--- src/rtl/pwm_quad_pkg.sv ---
package pwm_quad_pkg;

  typedef enum logic [2:0] {
    KIND_NONE,
    KIND_MODE0,
    KIND_MODE1,
    KIND_DIV,
    KIND_DUTY
  } slot_kind_e;

  typedef struct packed {
    slot_kind_e  kind;
    logic [7:0]  idx;
  } slot_t;

  // Word 0: enables/bypass, word 1: counter enables,
  // words 2..2+n-1: dividers, next n words: duty registers.
  function automatic slot_t decode_slot(input logic [7:0] word, input logic aligned,
                                        input int nch);
    slot_t s;
    int    w;
    w      = int'(word);
    s.kind = KIND_NONE;
    s.idx  = '0;
    if (aligned) begin
      if (w == 0) begin
        s.kind = KIND_MODE0;
      end else if (w == 1) begin
        s.kind = KIND_MODE1;
      end else if (w >= 2 && w < 2 + nch) begin
        s.kind = KIND_DIV;
        s.idx  = 8'(w - 2);
      end else if (w >= 2 + nch && w < 2 + 2 * nch) begin
        s.kind = KIND_DUTY;
        s.idx  = 8'(w - 2 - nch);
      end
    end
    return s;
  endfunction

endpackage

--- src/rtl/pwm_quad_regs.sv ---
module pwm_quad_regs
  import pwm_quad_pkg::*;
#(
  parameter int NCH     = 4,
  parameter int DIV_W   = 16,
  parameter int DUTY_W  = 8,
  parameter int ADDR_W  = 6,
  parameter int DATA_W  = 32,
  parameter int BYP_LSB = 8
) (
  input  logic                            clk,
  input  logic                            rst,
  input  logic                            wr_en,
  input  logic [ADDR_W-1:0]               addr,
  input  logic [DATA_W-1:0]               wr_data,
  output logic [DATA_W-1:0]               rd_data,
  output logic [NCH-1:0]                  en_q,
  output logic [NCH-1:0]                  byp_q,
  output logic [NCH-1:0]                  cnt_q,
  output logic [NCH-1:0][DIV_W-1:0]       div_q,
  output logic [NCH-1:0][DUTY_W-1:0]      duty_q,
  output logic [NCH-1:0][$clog2(NCH)-1:0] sel_q,
  output logic [NCH-1:0]                  div_wr,
  output logic [NCH-1:0]                  duty_wr
);

  localparam int SEL_W = $clog2(NCH);

  slot_t             slot;
  logic [SEL_W-1:0]  slot_idx;
  logic [DATA_W-1:0] rd_next;

  assign slot     = decode_slot(8'(addr[ADDR_W-1:2]), addr[1:0] == 2'b00, NCH);
  assign slot_idx = SEL_W'(slot.idx);

  always_ff @(posedge clk) begin
    if (rst) begin
      en_q   <= '0;
      byp_q  <= '0;
      cnt_q  <= '0;
      div_q  <= '0;
      duty_q <= '0;
      sel_q  <= '0;
    end else if (wr_en) begin
      case (slot.kind)
        KIND_MODE0: begin
          for (int c = 0; c < NCH; c++) begin
            en_q[c]  <= wr_data[c];
            byp_q[c] <= wr_data[BYP_LSB+c];
          end
        end
        KIND_MODE1: cnt_q <= wr_data[NCH-1:0];
        KIND_DIV:   div_q[slot_idx] <= wr_data[DIV_W-1:0];
        KIND_DUTY: begin
          duty_q[slot_idx] <= wr_data[DUTY_W-1:0];
          sel_q[slot_idx]  <= wr_data[DUTY_W+SEL_W-1:DUTY_W];
        end
        default: ;
      endcase
    end
  end

  // Restart strobes coincide with the register load.
  always_comb begin
    div_wr  = '0;
    duty_wr = '0;
    if (wr_en && slot.kind == KIND_DIV)  div_wr[slot_idx]  = 1'b1;
    if (wr_en && slot.kind == KIND_DUTY) duty_wr[slot_idx] = 1'b1;
  end

  always_comb begin
    rd_next = '0;
    case (slot.kind)
      KIND_MODE0: begin
        for (int c = 0; c < NCH; c++) begin
          rd_next[c]         = en_q[c];
          rd_next[BYP_LSB+c] = byp_q[c];
        end
      end
      KIND_MODE1: rd_next[NCH-1:0]   = cnt_q;
      KIND_DIV:   rd_next[DIV_W-1:0] = div_q[slot_idx];
      KIND_DUTY: begin
        rd_next[DUTY_W-1:0]              = duty_q[slot_idx];
        rd_next[DUTY_W+SEL_W-1:DUTY_W]   = sel_q[slot_idx];
      end
      default: ;
    endcase
  end

  always_ff @(posedge clk) begin
    if (rst) rd_data <= '0;
    else     rd_data <= rd_next;
  end

endmodule

--- src/rtl/pwm_quad_prescaler.sv ---
module pwm_quad_prescaler #(
  parameter int DIV_W = 16
) (
  input  logic             clk,
  input  logic             rst,
  input  logic             restart,
  input  logic [DIV_W-1:0] div,
  output logic             tick
);

  localparam logic [DIV_W-1:0] ONE = DIV_W'(1);

  logic [DIV_W-1:0] cnt;

  assign tick = (div != '0) && (cnt == div - ONE);

  always_ff @(posedge clk) begin
    if (rst || restart || div == '0) cnt <= '0;
    else if (tick)                   cnt <= '0;
    else                             cnt <= cnt + ONE;
  end

endmodule

--- src/rtl/pwm_quad_channel.sv ---
module pwm_quad_channel #(
  parameter int NCH    = 4,
  parameter int DUTY_W = 8,
  parameter int SEL_W  = 2
) (
  input  logic              clk,
  input  logic              rst,
  input  logic [NCH-1:0]    ticks,
  input  logic [NCH-1:0]    div_nz,
  input  logic [NCH-1:0]    eng_restart,
  input  logic              duty_wr,
  input  logic              en,
  input  logic              byp,
  input  logic              cnt_en,
  input  logic [DUTY_W-1:0] duty,
  input  logic [SEL_W-1:0]  sel,
  output logic              out
);

  logic [DUTY_W-1:0] pos;
  logic              run;

  assign run = cnt_en && div_nz[sel];

  always_ff @(posedge clk) begin
    if (rst || duty_wr || eng_restart[sel] || !cnt_en) pos <= '0;
    else if (ticks[sel])                               pos <= pos + 1'b1;
  end

  always_ff @(posedge clk) begin
    if (rst) out <= 1'b0;
    else     out <= en && (byp || (run && (pos < duty)));
  end

endmodule

--- src/rtl/quad_pwm.sv ---
module quad_pwm #(
  parameter int NCH    = 4,
  parameter int DIV_W  = 16,
  parameter int DUTY_W = 8,
  parameter int ADDR_W = 6,
  parameter int DATA_W = 32
) (
  input  logic              clk,
  input  logic              rst,
  input  logic              wr_en,
  input  logic [ADDR_W-1:0] addr,
  input  logic [DATA_W-1:0] wr_data,
  output logic [DATA_W-1:0] rd_data,
  output logic [NCH-1:0]    pwm_out
);

  localparam int SEL_W = $clog2(NCH);

  logic [NCH-1:0]              en_q;
  logic [NCH-1:0]              byp_q;
  logic [NCH-1:0]              cnt_q;
  logic [NCH-1:0][DIV_W-1:0]   div_q;
  logic [NCH-1:0][DUTY_W-1:0]  duty_q;
  logic [NCH-1:0][SEL_W-1:0]   sel_q;
  logic [NCH-1:0]              div_wr;
  logic [NCH-1:0]              duty_wr;
  logic [NCH-1:0]              ticks;
  logic [NCH-1:0]              div_nz;

  pwm_quad_regs #(
    .NCH(NCH), .DIV_W(DIV_W), .DUTY_W(DUTY_W), .ADDR_W(ADDR_W), .DATA_W(DATA_W)
  ) u_regs (
    .clk(clk), .rst(rst), .wr_en(wr_en), .addr(addr), .wr_data(wr_data),
    .rd_data(rd_data), .en_q(en_q), .byp_q(byp_q), .cnt_q(cnt_q),
    .div_q(div_q), .duty_q(duty_q), .sel_q(sel_q),
    .div_wr(div_wr), .duty_wr(duty_wr)
  );

  for (genvar e = 0; e < NCH; e++) begin : g_eng
    assign div_nz[e] = |div_q[e];
    pwm_quad_prescaler #(.DIV_W(DIV_W)) u_pre (
      .clk(clk), .rst(rst), .restart(div_wr[e]), .div(div_q[e]), .tick(ticks[e])
    );
  end

  for (genvar c = 0; c < NCH; c++) begin : g_chan
    pwm_quad_channel #(.NCH(NCH), .DUTY_W(DUTY_W), .SEL_W(SEL_W)) u_ch (
      .clk(clk), .rst(rst), .ticks(ticks), .div_nz(div_nz), .eng_restart(div_wr),
      .duty_wr(duty_wr[c]), .en(en_q[c]), .byp(byp_q[c]), .cnt_en(cnt_q[c]),
      .duty(duty_q[c]), .sel(sel_q[c]), .out(pwm_out[c])
    );
  end

endmodule

--- config.mk ---
export PLATFORM = sky130hd
export DESIGN_NAME = quad_pwm
export DESIGN_NICKNAME = d
export VERILOG_FILES = /design/src/rtl/pwm_quad_pkg.sv /design/src/rtl/pwm_quad_regs.sv /design/src/rtl/pwm_quad_prescaler.sv /design/src/rtl/pwm_quad_channel.sv /design/src/rtl/quad_pwm.sv
export SDC_FILE = /design/constraint.sdc
export NUM_CORES = 1
export LEC_CHECK = 0
export ABC_AREA = 1
export ABC_CLOCK_PERIOD_IN_PS = 5800
export CORE_MARGIN = 2
export CORE_UTILIZATION = 55
export DETAILED_ROUTE_END_ITERATION = 8
export PLACE_DENSITY = 0.74
export SYNTH_ARGS = -nofsm -noshare
export SYNTH_HDL_FRONTEND = slang
export SYNTH_SLANG_ARGS = --single-unit
export TNS_END_PERCENT = 5
--- constraint.sdc ---
create_clock -name clk -period 5.8 [get_ports clk]
set_input_delay 1.16 -clock clk [delete_from_list [all_inputs] [get_ports clk]]
set_output_delay 1.16 -clock clk [all_outputs]
set_load 0.05 [all_outputs]
======== Word level (Yosys, flattened, before mapping) ========
Index checks and enable logic that the tools add are counted.
cells by class
  add/subtract/negate cells ............... 14
  magnitude comparators ................... 14
  eq/ne operators ......................... 9
  mux-type cells .......................... 54
  bitwise operators ....................... 1
  reduce and logical (&&, ||, !) cells .... 72
operator list
  cell                   count
  $add 16x1->16 const B  4
  $bwmux 64              1
  $eq 16x16->1           4
  $logic_not 16->1       4
  $reduce_bool 16->1     4
  $reduce_or 16->1       4
  $sub 16x1->16 const B  4
  $mux 11                3
  $add 8x1->8 const B    4
  $bmux 16 s2            1
  $bwmux 32              1
  $demux 16 s2           1
  $lt 8x8->1             4
  $mux 16                2
  $mux 8                 4
  $bmux 1 s2             12
  $logic_or 1x1->1       24
  $logic_and 1x1->1      21
  $bmux 8 s2             1
  $demux 8 s2            1
  $pmux 4 s4             1
  $lt 2x3->1 const B     5
  $mux 1                 13
  $reduce_or 2->1        5
  26 further kinds       36
word-level totals
  register bits after elaboration ......... 248
  input bits .............................. 41
  output and inout port bits .............. 36

======== Longest topological paths before layout ========
  depth after elaboration ................. 16
  mapped depth ............................ 21
  depth with buffers taken out ............ 20

======== Cells and area by module ========
Synthesis repeated with hierarchy kept, for this count alone.
second synthesis, totals
  cells, all modules ...................... 2,348
  area, all modules ....................... 14,944.3 sq um
by module, submodules not included
  module                                   times used  cells each  area each (sq um)  sequential area each (sq um)
  pwm_quad_regs                            1           877         6,058.3            2,642.5
  pwm_quad_prescaler (g_eng[1].u_pre ...)  3           233         1,398.8            320.3
  pwm_quad_channel                         4           121         760.7              180.2
  pwm_quad_prescaler (g_eng[0].u_pre)      1           228         1,421.4            320.3
  quad_pwm                                 1           60          225.2              0.0

======== Worst setup path after synthesis ========
OpenSTA, ideal clock, no wires.
  path type ............................... input to register
  start ................................... input port addr[1]
  end ..................................... register g_eng[1].u_pre.cnt[7]
  library setup time ...................... 0.122 ns
  data arrival time ....................... 2.612 ns
  slack ................................... 3.066 ns
  stages .................................. 11
  path buffers ............................ 1
  cell sequence ........................... nor2_2 > o21ai_0 > nor2_1 > nand2_1 > nor2_1 > inv_1 > nor2_1 > inv_2 > nand4_2 > buf_2 > nor3_1
between the ends
  word-level cells in the longest chain between the ends .. 10
  elaborated cells between the ends (all ways) .. 13
  those cells by class .................... 2 x order compare; 1 x eq/ne; 4 x mux; 6 x reduce/logical
ends and longest elaborated chain
  what                                                                   line                      RTL
  from (decl)                                                            quad_pwm.sv:11            input logic [ADDR_W-1:0] addr,
  $logic_not 2->1 (*)                                                    pwm_quad_regs.sv:33       assign slot = decode_slot(8'(addr[ADDR_W-1:2]), addr[1:0] == 2'b00, NCH);
  $mux 11 (*)                                                            pwm_quad_pkg.sv:25        if (aligned) begin
  $lt 2x3->1 (implied by the code) / $ge 2x1->1 (equally long branches)  pwm_quad_regs.sv:67       if (wr_en && slot.kind == KIND_DIV) div_wr[slot_idx] = 1'b1;
  $logic_and 1x1->1 (implied by the code)                                pwm_quad_regs.sv:67
  $mux 1 (implied by the code)                                           pwm_quad_regs.sv:67
  $demux 1 s2                                                            --
  $mux 4 (*)                                                             pwm_quad_regs.sv:67
  $logic_or 1x1->1 (*) (2 in series)                                     pwm_quad_prescaler.sv:18  if (rst || restart || div == '0) cnt <= '0;
  $reduce_or 2->1 (no source line) (*)                                   --
  to (signal assigned)                                                   pwm_quad_prescaler.sv:20  else cnt <= cnt + ONE;
  to (decl)                                                              pwm_quad_prescaler.sv:13  logic [DIV_W-1:0] cnt;
Every way passes the cells marked *; elsewhere a longest branch is shown, timed or not.
A chain may end at the register's enable or synchronous reset.

======== Final worst setup path ========
  start ................................... input port addr[5]
  end ..................................... register g_eng[3].u_pre.cnt[15]
between the ends
  word-level cells in the longest chain between the ends .. 15
  elaborated cells between the ends (all ways) .. 26
  those cells by class .................... 6 x order compare; 2 x eq/ne; 10 x mux; 8 x reduce/logical
ends and longest elaborated chain
  what                                                                   line                      RTL
  $ge 4x3->1 / $lt 4x4->1 (equally long branches)                        pwm_quad_pkg.sv:33        end else if (w >= 2 + nch && w < 2 + 2 * nch) begin
  $logic_and 1x1->1                                                      pwm_quad_pkg.sv:33
  $mux 11                                                                pwm_quad_pkg.sv:33
  $mux 11                                                                pwm_quad_pkg.sv:30        end else if (w >= 2 && w < 2 + nch) begin
  $mux 8                                                                 pwm_quad_pkg.sv:28        end else if (w == 1) begin
  $mux 8                                                                 pwm_quad_pkg.sv:26        if (w == 0) begin
  $mux 11 (*)                                                            pwm_quad_pkg.sv:25
  $lt 2x3->1 (implied by the code) / $ge 2x1->1 (equally long branches)  pwm_quad_regs.sv:67
  $logic_and 1x1->1 (implied by the code)                                pwm_quad_regs.sv:67
  $mux 1 (implied by the code)                                           pwm_quad_regs.sv:67
  $demux 1 s2                                                            --
  $mux 4 (*)                                                             pwm_quad_regs.sv:67
  $logic_or 1x1->1 (*) (2 in series)                                     pwm_quad_prescaler.sv:18
  $reduce_or 2->1 (no source line) (*)                                   --
  to (signal assigned)                                                   pwm_quad_prescaler.sv:20
  to (decl)                                                              pwm_quad_prescaler.sv:13
Marks and branches as above.

==> metrics.md <==
| Metric | Value |
|---|---|
| Fill cells | `2205` |
| Worst-Margin Slew | `1141 ps` |
| Diode count | `0` |
| WL final | `36.47 mm` |
| Avg Synthesized Cell Area | `6.778 µm²` |
| Final hold vios | `0` |
| Gr usage total | `27.97%` |
| Chip width | `159.2 µm` |
| Worst-path clk slew | `60 ps` |
| Worst EP required | `6220 ps` |
| R2R Setup Slk | `2820 ps` |
| Pre-antenna DRT Iters | `6` |
| Fmax | `257.5 MHz` |
| Routed vias | `12630` |
| Yosys reg bits | `232` |
| Worst Reg-to-Reg Cells | `15` |
| Resized cells post-CTS | `0` |
| Placement Rows | `56` |
| Area Growth Syn to Fin | `10.49%` |
| # H-tree levels | `1` |
| Starting Density | `56.28%` |
| Vias per inst | `5.489` |
| Share of cells above drive strength 1 | `5.603%` |
| Setup violations, final | `0` |
| Setup CP Type | `in2reg` |
| Tcrit/Tclk final | `66.95%` |
| Final non-filler cell total | `2300` |
| Hold/Removal Path Class | `reg2reg` |
| CP Launch Type | `input pin` |
| Worst VDD drop | `0.2207 mV` |
| RR Startpoint | `u_regs.div_q[48]$_SDFFE_PP0P_` |
| Core Region | `23540 µm²` |
| Routed Antenna Nets | `0` |
| Hold buffer count at cts | `0` |
| Crit path DAT | `4300 ps` |
| Mapped Area | `13250 µm²` |
| Gpl congestion | `1.001` |
| Hold path start | `g_eng[2].u_pre.cnt[0]$_SDFF_PP0_` |
| I/O pin total | `77` |
| PortBufs | `44` |
| Hold Path End | `g_eng[2].u_pre.cnt[0]$_SDFF_PP0_` |
| CP endpoint kind | `flip-flop` |
| Worst-skew pair later-pin latency | `540 ps` |
| Rel. slew slack | `23.24%` |
| DRC | `0` |
| Outcome | `completed` |
| TritonCTS clock tree | `yes` |
| Clock skew | `14.99 ps` |
| Synth Warn # | `0` |
| Slowest cell on crit path | `nand4_1` |
| Detailed placer's ending HPWL | `27.15 mm` |
| Initial DRC Count | `1204` |
| Fin. max-slew vios | `0` |
| RSZ-0062 raised after global routing | `no` |
| Nets | `2042` |
| Post-synthesis sequential area ratio | `35.05%` |
| Netlist cell types | `48` |
| Worst-path maximum fanout | `29` |
| CTS buffer count | `26` |
| Routed len/inst | `15.85 µm` |
| CTS Root Cell | `clkbuf_16` |
| Mapped Cells | `1955` |
| Die H | `159.2 µm` |
| Antenna violations before repair | `1` |
| Crit-path cells | `clkdlybuf4s50_1, nor2_1, nor2_1, nor2_1, nand2_1, nor2_1, nand2_1, nand4_1, o21bai_1, a21oi_1` |
| Max incr delay on CP | `730 ps` |
| Num Clock Sinks | `232` |
| Pwr Density | `246.4 nW/µm²` |
| CTS max path bufs | `3` |
| Placed cell count | `2252` |
| Buf+Inv Stages, Crit Path | `1` |
| Final min period | `3883 ps` |
| MaxCap Viol Count | `0` |
| Worst hold stages | `1` |
| Worst r2r dst | `g_eng[3].u_pre.cnt[15]$_SDFF_PP0_` |
| Grt total ovfl | `0` |
| Number of global-route vias before repair | `11530` |
| First-pass GRT wire length | `57.72 mm` |
| Die ar. | `25350 µm²` |
| Largest net degree at the start of global routing | `132` |
| Final setup TNS | `0 ps` |
| Top cell by count, worst path | `nor2_1` |
| Setup Buffers After CTS | `0` |
| CP delay by family, top | `simple AND/OR/NAND/NOR gates` |
| P_leak | `6.125 nW` |
==> per-stage QoR <==
stage	worst slack, ps	utilization (%)	cell area, µm²	hold WS, ps	total power, mW
finish	1917	62.19	14640	466.0	3.608
global route	1606	62.19	14640	488.9	3.712
CTS	2044	62.19	14640	474.4	3.623
detailed placement	1487	58.37	13740	463.1	1.912
global placement	1549	58.37	13740	449.9	1.909
floorplan	3066	-	13310	424.7	1.840
==> synth_stat cells, drive strengths merged <==
cell type  number  area (µm²)
o221ai          1       8.760
buf            39       270.3
clkinv          1       3.750
or2             2       12.51
and3            2       12.51
a211oi          6       45.04
nor2          269        1102
o2111ai         1       8.760
a31oi           6       37.54
xor2           41       359.1
and2            1       6.260
conb            1       3.750
xnor3           2       45.04
nand3         135       728.2
a41oi           4       35.03
nand3b          9       67.56
o21ai         176       880.8
a22oi           5       37.54
nand4          23       156.4
xnor2          23       201.4
ha             40       500.5
nor4            3       18.77
o31ai           1       7.510
clkbuf         45       168.9
o21bai          4       30.03
nor3           21       115.1
a21oi         177       908.4
o211ai          9       67.56
dfxtp         232        4644
nand2         366        1416
o22ai          40       250.2
nor3b          23       172.7
inv           247       927.1
==> sequential cells by signal, indices dropped and copies added (netlist names) <==
register,flops
g_chan.u_ch.out,4
g_chan.u_ch.pos,32
u_regs.byp_q,4
u_regs.rd_data,16
u_regs.en_q,4
u_regs.div_q,64
u_regs.sel_q,8
u_regs.duty_q,32
g_eng.u_pre.cnt,64
u_regs.cnt_q,4
==> cells by family after synthesis <==
kind of cell,after synthesis,synth area share (%)
xor+xnor,66,4.570
flops,232,35.05
compound gates,430,17.49
buf+inv,332,10.34
fa+ha+maj,40,3.777
other cells,1,0.02830
simple gates,854,28.74
==> metal layers <==
layer  vias to the layer above  track usage (%)  share of wire, %
met4                         0            10.41               3.7
met5                         -                0                 0
met1                      5713            35.97                42
met3                        97            4.558               8.4
met2                       419            47.35                46
li1                       6396                -                 -
==> layout make-up <==
class | instances | area (µm²) | share of cell area [%]
Multi-Input combinational cell | 1406 | 7292 | 49.81
Sequential cell | 232 | 4644 | 31.72
Inverter | 248 | 930.9 | 6.358
Clock buffer | 37 | 763.2 | 5.213
Timing Repair Buffer | 47 | 475.5 | 3.248
Tap cell | 319 | 399.1 | 2.726
Clock inverter | 11 | 135.1 | 0.9230
==> worst max-delay path by stage <==
stage                       start                                 to  slack (ps)  depth (start not counted)
final                     addr[5]  g_eng[3].u_pre.cnt[15]$_SDFF_PP0_        1920                         10
after global routing      addr[1]  g_eng[3].u_pre.cnt[15]$_SDFF_PP0_        1610                         10
after global placement    addr[5]  g_eng[3].u_pre.cnt[15]$_SDFF_PP0_        1550                         10
after CTS                 addr[1]  g_eng[0].u_pre.cnt[12]$_SDFF_PP0_        2040                         13
after detailed placement  addr[1]  g_eng[3].u_pre.cnt[15]$_SDFF_PP0_        1490                         10
after floorplan           addr[1]   g_eng[1].u_pre.cnt[7]$_SDFF_PP0_        3070                         11
==> layout by cell type, fill, tap and decap left out, types with 19 or more instances in the layout <==
cell,synthesis,final
inv_1,232,232
nand3_1,126,126
o22ai_1,40,40
clkdlybuf4s50_1,0,44
xor2_1,41,41
xnor2_1,23,23
nor3b_1,23,23
o21ai_0,162,162
nand2_1,355,355
nand4_1,21,21
clkbuf_16,0,27
nor3_1,19,19
ha_1,40,40
nor2_1,250,250
dfxtp_1,232,232
a21oi_1,173,173
==> report_power, final <==
group	internal, mW	switching, mW	leakage, nW
logic	0.0777	0.191	3.81
clock network	1.05	0.678	0.441
registers	1.60	0.00967	1.87
(Power assumes the default switching activity.)
